`src/rtl/fisu_pkg.sv`:
```
`timescale 1ns/1ps
package fisu_pkg;
  localparam int REG_W = 16;
  localparam int SEL_W = 2;

  // interrupt register bit positions
  localparam int MASTER_BIT = 15;
  localparam int LOAD_BIT   = 7;
  localparam int PROG_BIT   = 6;
  localparam int ERASE_BIT  = 5;

  // status register error bit positions
  localparam int CMD_ERR_BIT   = 10;
  localparam int ERASE_ERR_BIT = 11;
  localparam int PROG_ERR_BIT  = 12;
  localparam int LOAD_ERR_BIT  = 13;

  // configuration bit positions
  localparam int CFG_POL_BIT   = 6;
  localparam int CFG_READY_BIT = 7;

  localparam logic [REG_W-1:0] ERR_MASK =
    (REG_W'(1) << CMD_ERR_BIT) | (REG_W'(1) << ERASE_ERR_BIT) |
    (REG_W'(1) << PROG_ERR_BIT) | (REG_W'(1) << LOAD_ERR_BIT);

  typedef enum logic [SEL_W-1:0] {
    SEL_INTR = 2'd0,
    SEL_STAT = 2'd1,
    SEL_CFG  = 2'd2,
    SEL_CMD  = 2'd3
  } regSel_e;

  typedef struct packed {
    logic             warm;
    logic             wrIntr;
    logic             wrCfg;
    logic             wrCmd;
    logic             acceptCmd;
    logic [REG_W-1:0] setIntr;
    logic [REG_W-1:0] setErr;
    logic [REG_W-1:0] wrData;
  } strobes_t;
endpackage

```
`src/rtl/fisu_ctrl.sv`:
```
`timescale 1ns/1ps
module fisu_ctrl
  import fisu_pkg::*;
(
  input  logic             warmRst,
  input  logic             regWrEn,
  input  logic [SEL_W-1:0] regWrSel,
  input  logic [REG_W-1:0] regWrData,
  input  logic             evLoadDone,
  input  logic             evProgDone,
  input  logic             evEraseDone,
  input  logic             evBadCmd,
  input  logic             evLoadFail,
  input  logic             evProgFail,
  input  logic             evEraseFail,
  input  logic             intrPending,
  output strobes_t         stb
);
  logic anyDone;
  logic anyErr;

  assign anyDone = evLoadDone | evProgDone | evEraseDone | evBadCmd;
  assign anyErr  = evBadCmd | evLoadFail | evProgFail | evEraseFail;

  always_comb begin
    stb = '0;
    stb.warm   = warmRst;
    stb.wrData = regWrData;
    stb.wrIntr = regWrEn && (regSel_e'(regWrSel) == SEL_INTR);
    stb.wrCfg  = regWrEn && (regSel_e'(regWrSel) == SEL_CFG);
    stb.wrCmd  = regWrEn && (regSel_e'(regWrSel) == SEL_CMD);
    stb.acceptCmd = stb.wrCmd && !intrPending && !warmRst;

    stb.setIntr[MASTER_BIT] = anyDone;
    stb.setIntr[LOAD_BIT]   = evLoadDone;
    stb.setIntr[PROG_BIT]   = evProgDone;
    stb.setIntr[ERASE_BIT]  = evEraseDone;

    stb.setErr[CMD_ERR_BIT]   = anyErr;
    stb.setErr[LOAD_ERR_BIT]  = evLoadFail;
    stb.setErr[PROG_ERR_BIT]  = evProgFail;
    stb.setErr[ERASE_ERR_BIT] = evEraseFail;
  end
endmodule

```
`src/rtl/fisu_regs.sv`:
```
`timescale 1ns/1ps
module fisu_regs
  import fisu_pkg::*;
#(
  parameter logic [REG_W-1:0] COLD_INTR = 16'h8080,
  parameter logic [REG_W-1:0] WARM_INTR = 16'h8010,
  parameter logic [REG_W-1:0] CFG_RESET = 16'h40C0
)(
  input  logic             clk,
  input  logic             rstN,
  input  strobes_t         stb,
  output logic [REG_W-1:0] intrReg,
  output logic [REG_W-1:0] statReg,
  output logic [REG_W-1:0] cfgReg,
  output logic [REG_W-1:0] cmdReg,
  output logic             readyReg,
  output logic             cmdIssue,
  output logic             irqLevel
);
  logic [REG_W-1:0] maskedIntr;
  logic [REG_W-1:0] intrNext;
  logic [REG_W-1:0] statNext;
  logic             wipeErr;

  always_comb begin
    maskedIntr = stb.wrIntr ? (intrReg & stb.wrData) : intrReg;
    wipeErr    = stb.wrIntr && !maskedIntr[MASTER_BIT];
    // new events are ORed in after the clear so they win
    intrNext   = maskedIntr | stb.setIntr;
    statNext   = (wipeErr ? (statReg & ~ERR_MASK) : statReg) | stb.setErr;
  end

  always_ff @(posedge clk or negedge rstN) begin
    if (!rstN) begin
      intrReg  <= COLD_INTR;
      statReg  <= '0;
      cfgReg   <= CFG_RESET;
      cmdReg   <= '0;
      readyReg <= 1'b1;
      cmdIssue <= 1'b0;
    end else if (stb.warm) begin
      intrReg  <= WARM_INTR;
      statReg  <= '0;
      cfgReg   <= CFG_RESET;
      cmdReg   <= '0;
      readyReg <= 1'b1;
      cmdIssue <= 1'b0;
    end else begin
      intrReg  <= intrNext;
      statReg  <= statNext;
      if (stb.wrCfg) begin
        cfgReg   <= stb.wrData;
        readyReg <= stb.wrData[CFG_READY_BIT];
      end
      if (stb.acceptCmd) cmdReg <= stb.wrData;
      cmdIssue <= stb.acceptCmd;
    end
  end

  assign irqLevel = intrReg[MASTER_BIT] ^ ~cfgReg[CFG_POL_BIT];


  warm_values_chk: assert property (@(posedge clk) disable iff (!rstN)
    stb.warm |=> (intrReg == WARM_INTR) && (statReg == '0) && readyReg);


  load_done_chk: assert property (@(posedge clk) disable iff (!rstN)
    (stb.setIntr[LOAD_BIT] && !stb.warm) |=> intrReg[MASTER_BIT] && intrReg[LOAD_BIT]);


  err_wipe_chk: assert property (@(posedge clk) disable iff (!rstN)
    (stb.wrIntr && !stb.wrData[MASTER_BIT] && (stb.setErr == '0) && !stb.warm)
      |=> ((statReg & ERR_MASK) == '0));


  cmd_gate_chk: assert property (@(posedge clk) disable iff (!rstN)
    (stb.wrCmd && intrReg[MASTER_BIT] && !stb.warm) |=> !cmdIssue && $stable(cmdReg));


  ready_follow_chk: assert property (@(posedge clk) disable iff (!rstN)
    (stb.wrCfg && !stb.warm) |=> (readyReg == cfgReg[CFG_READY_BIT]));


  stat_hold_chk: assert property (@(posedge clk) disable iff (!rstN)
    ((stb.setErr == '0) && !stb.wrIntr && !stb.warm) |=> $stable(statReg));
endmodule

```
`src/rtl/flash_irq_status_unit.sv`:
```
`timescale 1ns/1ps
module flash_irq_status_unit
  import fisu_pkg::*;
#(
  parameter logic [15:0] COLD_INTR   = 16'h8080,
  parameter logic [15:0] WARM_INTR   = 16'h8010,
  parameter logic [15:0] CFG_RESET   = 16'h40C0,
  parameter logic [15:0] CFG_RD_MASK = 16'hFFE0
)(
  input  logic        clk,
  input  logic        rstN,
  input  logic        warmRst,
  input  logic        regWrEn,
  input  logic [1:0]  regWrSel,
  input  logic [15:0] regWrData,
  input  logic [1:0]  regRdSel,
  output logic [15:0] regRdData,
  input  logic        evLoadDone,
  input  logic        evProgDone,
  input  logic        evEraseDone,
  input  logic        evBadCmd,
  input  logic        evLoadFail,
  input  logic        evProgFail,
  input  logic        evEraseFail,
  output logic        cmdIssue,
  output logic [15:0] cmdCode,
  output logic        irqOut,
  output logic        readyOut
);
  strobes_t         stb;
  logic [REG_W-1:0] intrReg;
  logic [REG_W-1:0] statReg;
  logic [REG_W-1:0] cfgReg;
  logic [REG_W-1:0] cmdReg;

  fisu_ctrl u_ctrl (
    .warmRst    (warmRst),
    .regWrEn    (regWrEn),
    .regWrSel   (regWrSel),
    .regWrData  (regWrData),
    .evLoadDone (evLoadDone),
    .evProgDone (evProgDone),
    .evEraseDone(evEraseDone),
    .evBadCmd   (evBadCmd),
    .evLoadFail (evLoadFail),
    .evProgFail (evProgFail),
    .evEraseFail(evEraseFail),
    .intrPending(intrReg[MASTER_BIT]),
    .stb        (stb)
  );

  fisu_regs #(
    .COLD_INTR(COLD_INTR),
    .WARM_INTR(WARM_INTR),
    .CFG_RESET(CFG_RESET)
  ) u_regs (
    .clk     (clk),
    .rstN    (rstN),
    .stb     (stb),
    .intrReg (intrReg),
    .statReg (statReg),
    .cfgReg  (cfgReg),
    .cmdReg  (cmdReg),
    .readyReg(readyOut),
    .cmdIssue(cmdIssue),
    .irqLevel(irqOut)
  );

  always_comb begin
    case (regSel_e'(regRdSel))
      SEL_INTR: regRdData = intrReg;
      SEL_STAT: regRdData = statReg;
      SEL_CFG:  regRdData = cfgReg & CFG_RD_MASK;
      default:  regRdData = cmdReg;
    endcase
  end

  assign cmdCode = cmdReg;
endmodule

```
`config.mk`:
```
export PLATFORM = sky130hd
export DESIGN_NAME = flash_irq_status_unit
export DESIGN_NICKNAME = d
export VERILOG_FILES = /design/src/rtl/fisu_pkg.sv /design/src/rtl/fisu_ctrl.sv /design/src/rtl/fisu_regs.sv /design/src/rtl/flash_irq_status_unit.sv
export SDC_FILE = /design/constraint.sdc
export NUM_CORES = 1
export LEC_CHECK = 0
export BUFFER_PORTS_ARGS = -buffer_cell sky130_fd_sc_hd__buf_2
export CORE_MARGIN = 4
export CORE_UTILIZATION = 55
export DETAILED_ROUTE_END_ITERATION = 7
export HOLD_SLACK_MARGIN = 0.06
export PLACE_DENSITY = 0.78
export SLEW_MARGIN = 20
export SYNTH_ARGS = -nofsm -noshare
export SYNTH_HDL_FRONTEND = slang
export SYNTH_HIERARCHICAL = 1
export SYNTH_SLANG_ARGS = --single-unit
```
`constraint.sdc`:
```
create_clock -name clk -period 1.51 [get_ports clk]
set_input_delay 0.0755 -clock clk [delete_from_list [all_inputs] [get_ports clk]]
set_output_delay 0.0755 -clock clk [all_outputs]
set_load 0.01 [all_outputs]
```
==> flow_metrics.py <==
metrics = {
    "min_path": {
        "holdCritPathClass": "input pin to flop",
    },
    "global_route": {
        "track_usage": 0.205,
        "grt_max_degree": 61,
        "antenna_found_initial": 0,
        "grt_overflow": 0,
        "grt_pass1_vias": 2320,
        "grt_pass1_wl_mm": 11.6,
    },
    "detailed_routing": {
        "vias_per_cell": 5.21,
        "highest_layer": "met4",
        "wirelength_mm": 6.87,
        "avgRoutedWirePerCell_um": 15.7,
        "num_vias": 2284,
        "met1Wirelength_mm": 2.93,
        "ant_nets": 0,
        "drt_iter0_markers": 213,
        "drtPass1Iterations": 4,
        "wl_met2_mm": 3.42,
        "met3_length_um": 400,
        "drc": 0,
    },
    "clocking": {
        "clkLatencyLatePin_ns": 0.33,
        "root_buffer": "clkbuf_8",
        "cts_buffer_depth": 2,
        "numCtsBuffers": 9,
        "htreeDepth": 3,
        "cts_sinks": 60,
        "clk_pin_slew_ns": 0.06,
        "cts_tree": "yes",
    },
    "timing": {
        "tns_ns": 0,
        "rsz0062_at_grt": "false",
        "hold_violations": 0,
        "slew_headroom": 0.577,
        "worst_clock_skew_ns": 0.00565,
        "fin_ws_ns": 0.0427,
        "finalSetupViolations": 0,
        "fin_crit_sh": 0.972,
        "period_minus_slack_ns": 1.47,
        "worstMarginPinSlew_ns": 0.635,
        "fmax_mhz": 682,
        "slew_violations": 0,
    },
    "floorplan": {
        "core_um2": 5640,
        "fp.dieArea_um2": 7260,
        "die-width_um": 85.2,
        "ioPinCount": 66,
        "placementRows": 27,
        "die-height_um": 85.2,
        "initial_core_util": 0.581,
    },
    "setup_path": {
        "crit_path_start": "u_regs/statReg[14]",
        "max_stage_delay_ns": 0.52,
        "cp_max_fo": 2,
        "reg2reg_to": "u_regs/cmdReg[11]",
        "cp_cell_sequence": "mux4_1 > buf_2",
        "worst_setup_path_start_kind": "flop",
        "r2r-start": "u_regs/intrReg[15]",
        "rrSetupSlack_ns": 0.16,
        "worst_r2r_path_depth": 4,
        "slowest_stage": "mux4_1",
        "worst_setup_path_end_kind": "primary output",
        "crit_arrival_ns": 1.39,
        "required_ns": 1.43,
        "critPathKind": "flop to primary output",
        "endpoint": "regRdData[14]",
    },
    "pwr": {
        "ir_drop_v": 0.000932,
        "finalPower_mw": 4.05,
        "power_density_nw_per_um2": 1050,
        "p_leak_nw": 1.85,
    },
    "placement": {
        "place.port_buffers": 65,
        "place_inst": 397,
        "place_ws_ns": 0.187,
        "dpl.hpwl_mm": 4.46,
        "gp_congestion": 0.810,
    },
    "outcome": {
        "status": "finished, final reports clean",
    },
    "cells_and_area": {
        "instances_no_fill": 438,
        "most-common-layout-cells": "nor2_1, buf_2, dfrtp_1",
        "layout_commonest_cell": "nor2_1",
        "fillers": 427,
        "multi_input_area_um2": 1310,
        "antenna_cells": 0,
        "seq_area_um2": 1510,
        "fin_util": 0.684,
        "nets": 392,
        "syn2layout_area_growth_pct": 17.8,
        "layout-drive-gt1-share": 0.314,
    },
    "yosys": {
        "synthCells": 296,
        "synth_area_um2": 3280,
        "syn_area_per_cell_um2": 11.1,
        "synth_warnings": 6,
    },
    "run": {
        "max_cap_violations": 0,
    },
}
[repair_timing]
action                                  4_1_cts  5_1_grt
setup buffers                                 0        2
gates cloned                                  0        0
hold buffers                                 23        0
endpoints found under the setup margin        1        3
endpoints found under the hold margin        90        0
gates resized for setup                       1        2
[stage by stage]
step / cell area [um^2] / hold slack [ns]
final: 3860 / 0.0666
after global placement: 3360 / 0.106
after detailed placement: 3360 / 0.105
after floorplan: 3360 / -0.220
after global routing: 3860 / 0.0706
after CTS: 3850 / 0.0628
[worst max-delay path: cells and delay by family, from the launching register on]
kind | cells | cell delay, ns
buffers and inverters | 1 | 0.16
multiplexers | 1 | 0.52
flip-flops | 1 | 0.39
[registers in the layout (all words and copies together) (netlist names)]
register / count
u_regs/statReg: 16
u_regs/cmdReg: 16
u_regs/cmdIssue: 1
u_regs/cfgReg: 11
u_regs/intrReg: 16
[how the worst min path moves through the flow]
stage / slack (ns) / cells after the start / start / to
3_5_place_dp: 0.10 / 2 / rstN / u_regs/intrReg[12]
2_1_floorplan: -0.22 / 0 / rstN / u_regs/cfgReg[10]
5_1_grt: 0.07 / 3 / evBadCmd / u_regs/intrReg[15]
4_1_cts: 0.06 / 3 / evBadCmd / u_regs/intrReg[15]
3_3_place_gp: 0.11 / 2 / rstN / u_regs/statReg[8]
6_report: 0.07 / 3 / evBadCmd / u_regs/intrReg[15]
[power breakdown]
group | internal, mW | switching, mW | leakage, nW
Clock | 1.28 | 0.601 | 0.136
Sequential | 1.68 | 0.0387 | 0.772
Combinational | 0.218 | 0.230 | 0.947
Total | 3.18 | 0.870 | 1.85
[layout make-up]
type,count,area share
clock buffer,13,0.0464
tap,72,0.0233
multi-input combinational,188,0.339
timing repair buffer,98,0.173
clock inverter,3,0.0233
sequential,60,0.391
inverter,4,0.00389
[metal layers]
layer / track usage / vias to the layer above
li1: - / 1070
met4: 0.0906 / 0
met5: 0 / -
met3: 0.0437 / 12
met2: 0.336 / 67
met1: 0.261 / 1135
(Power assumes the default switching activity.)
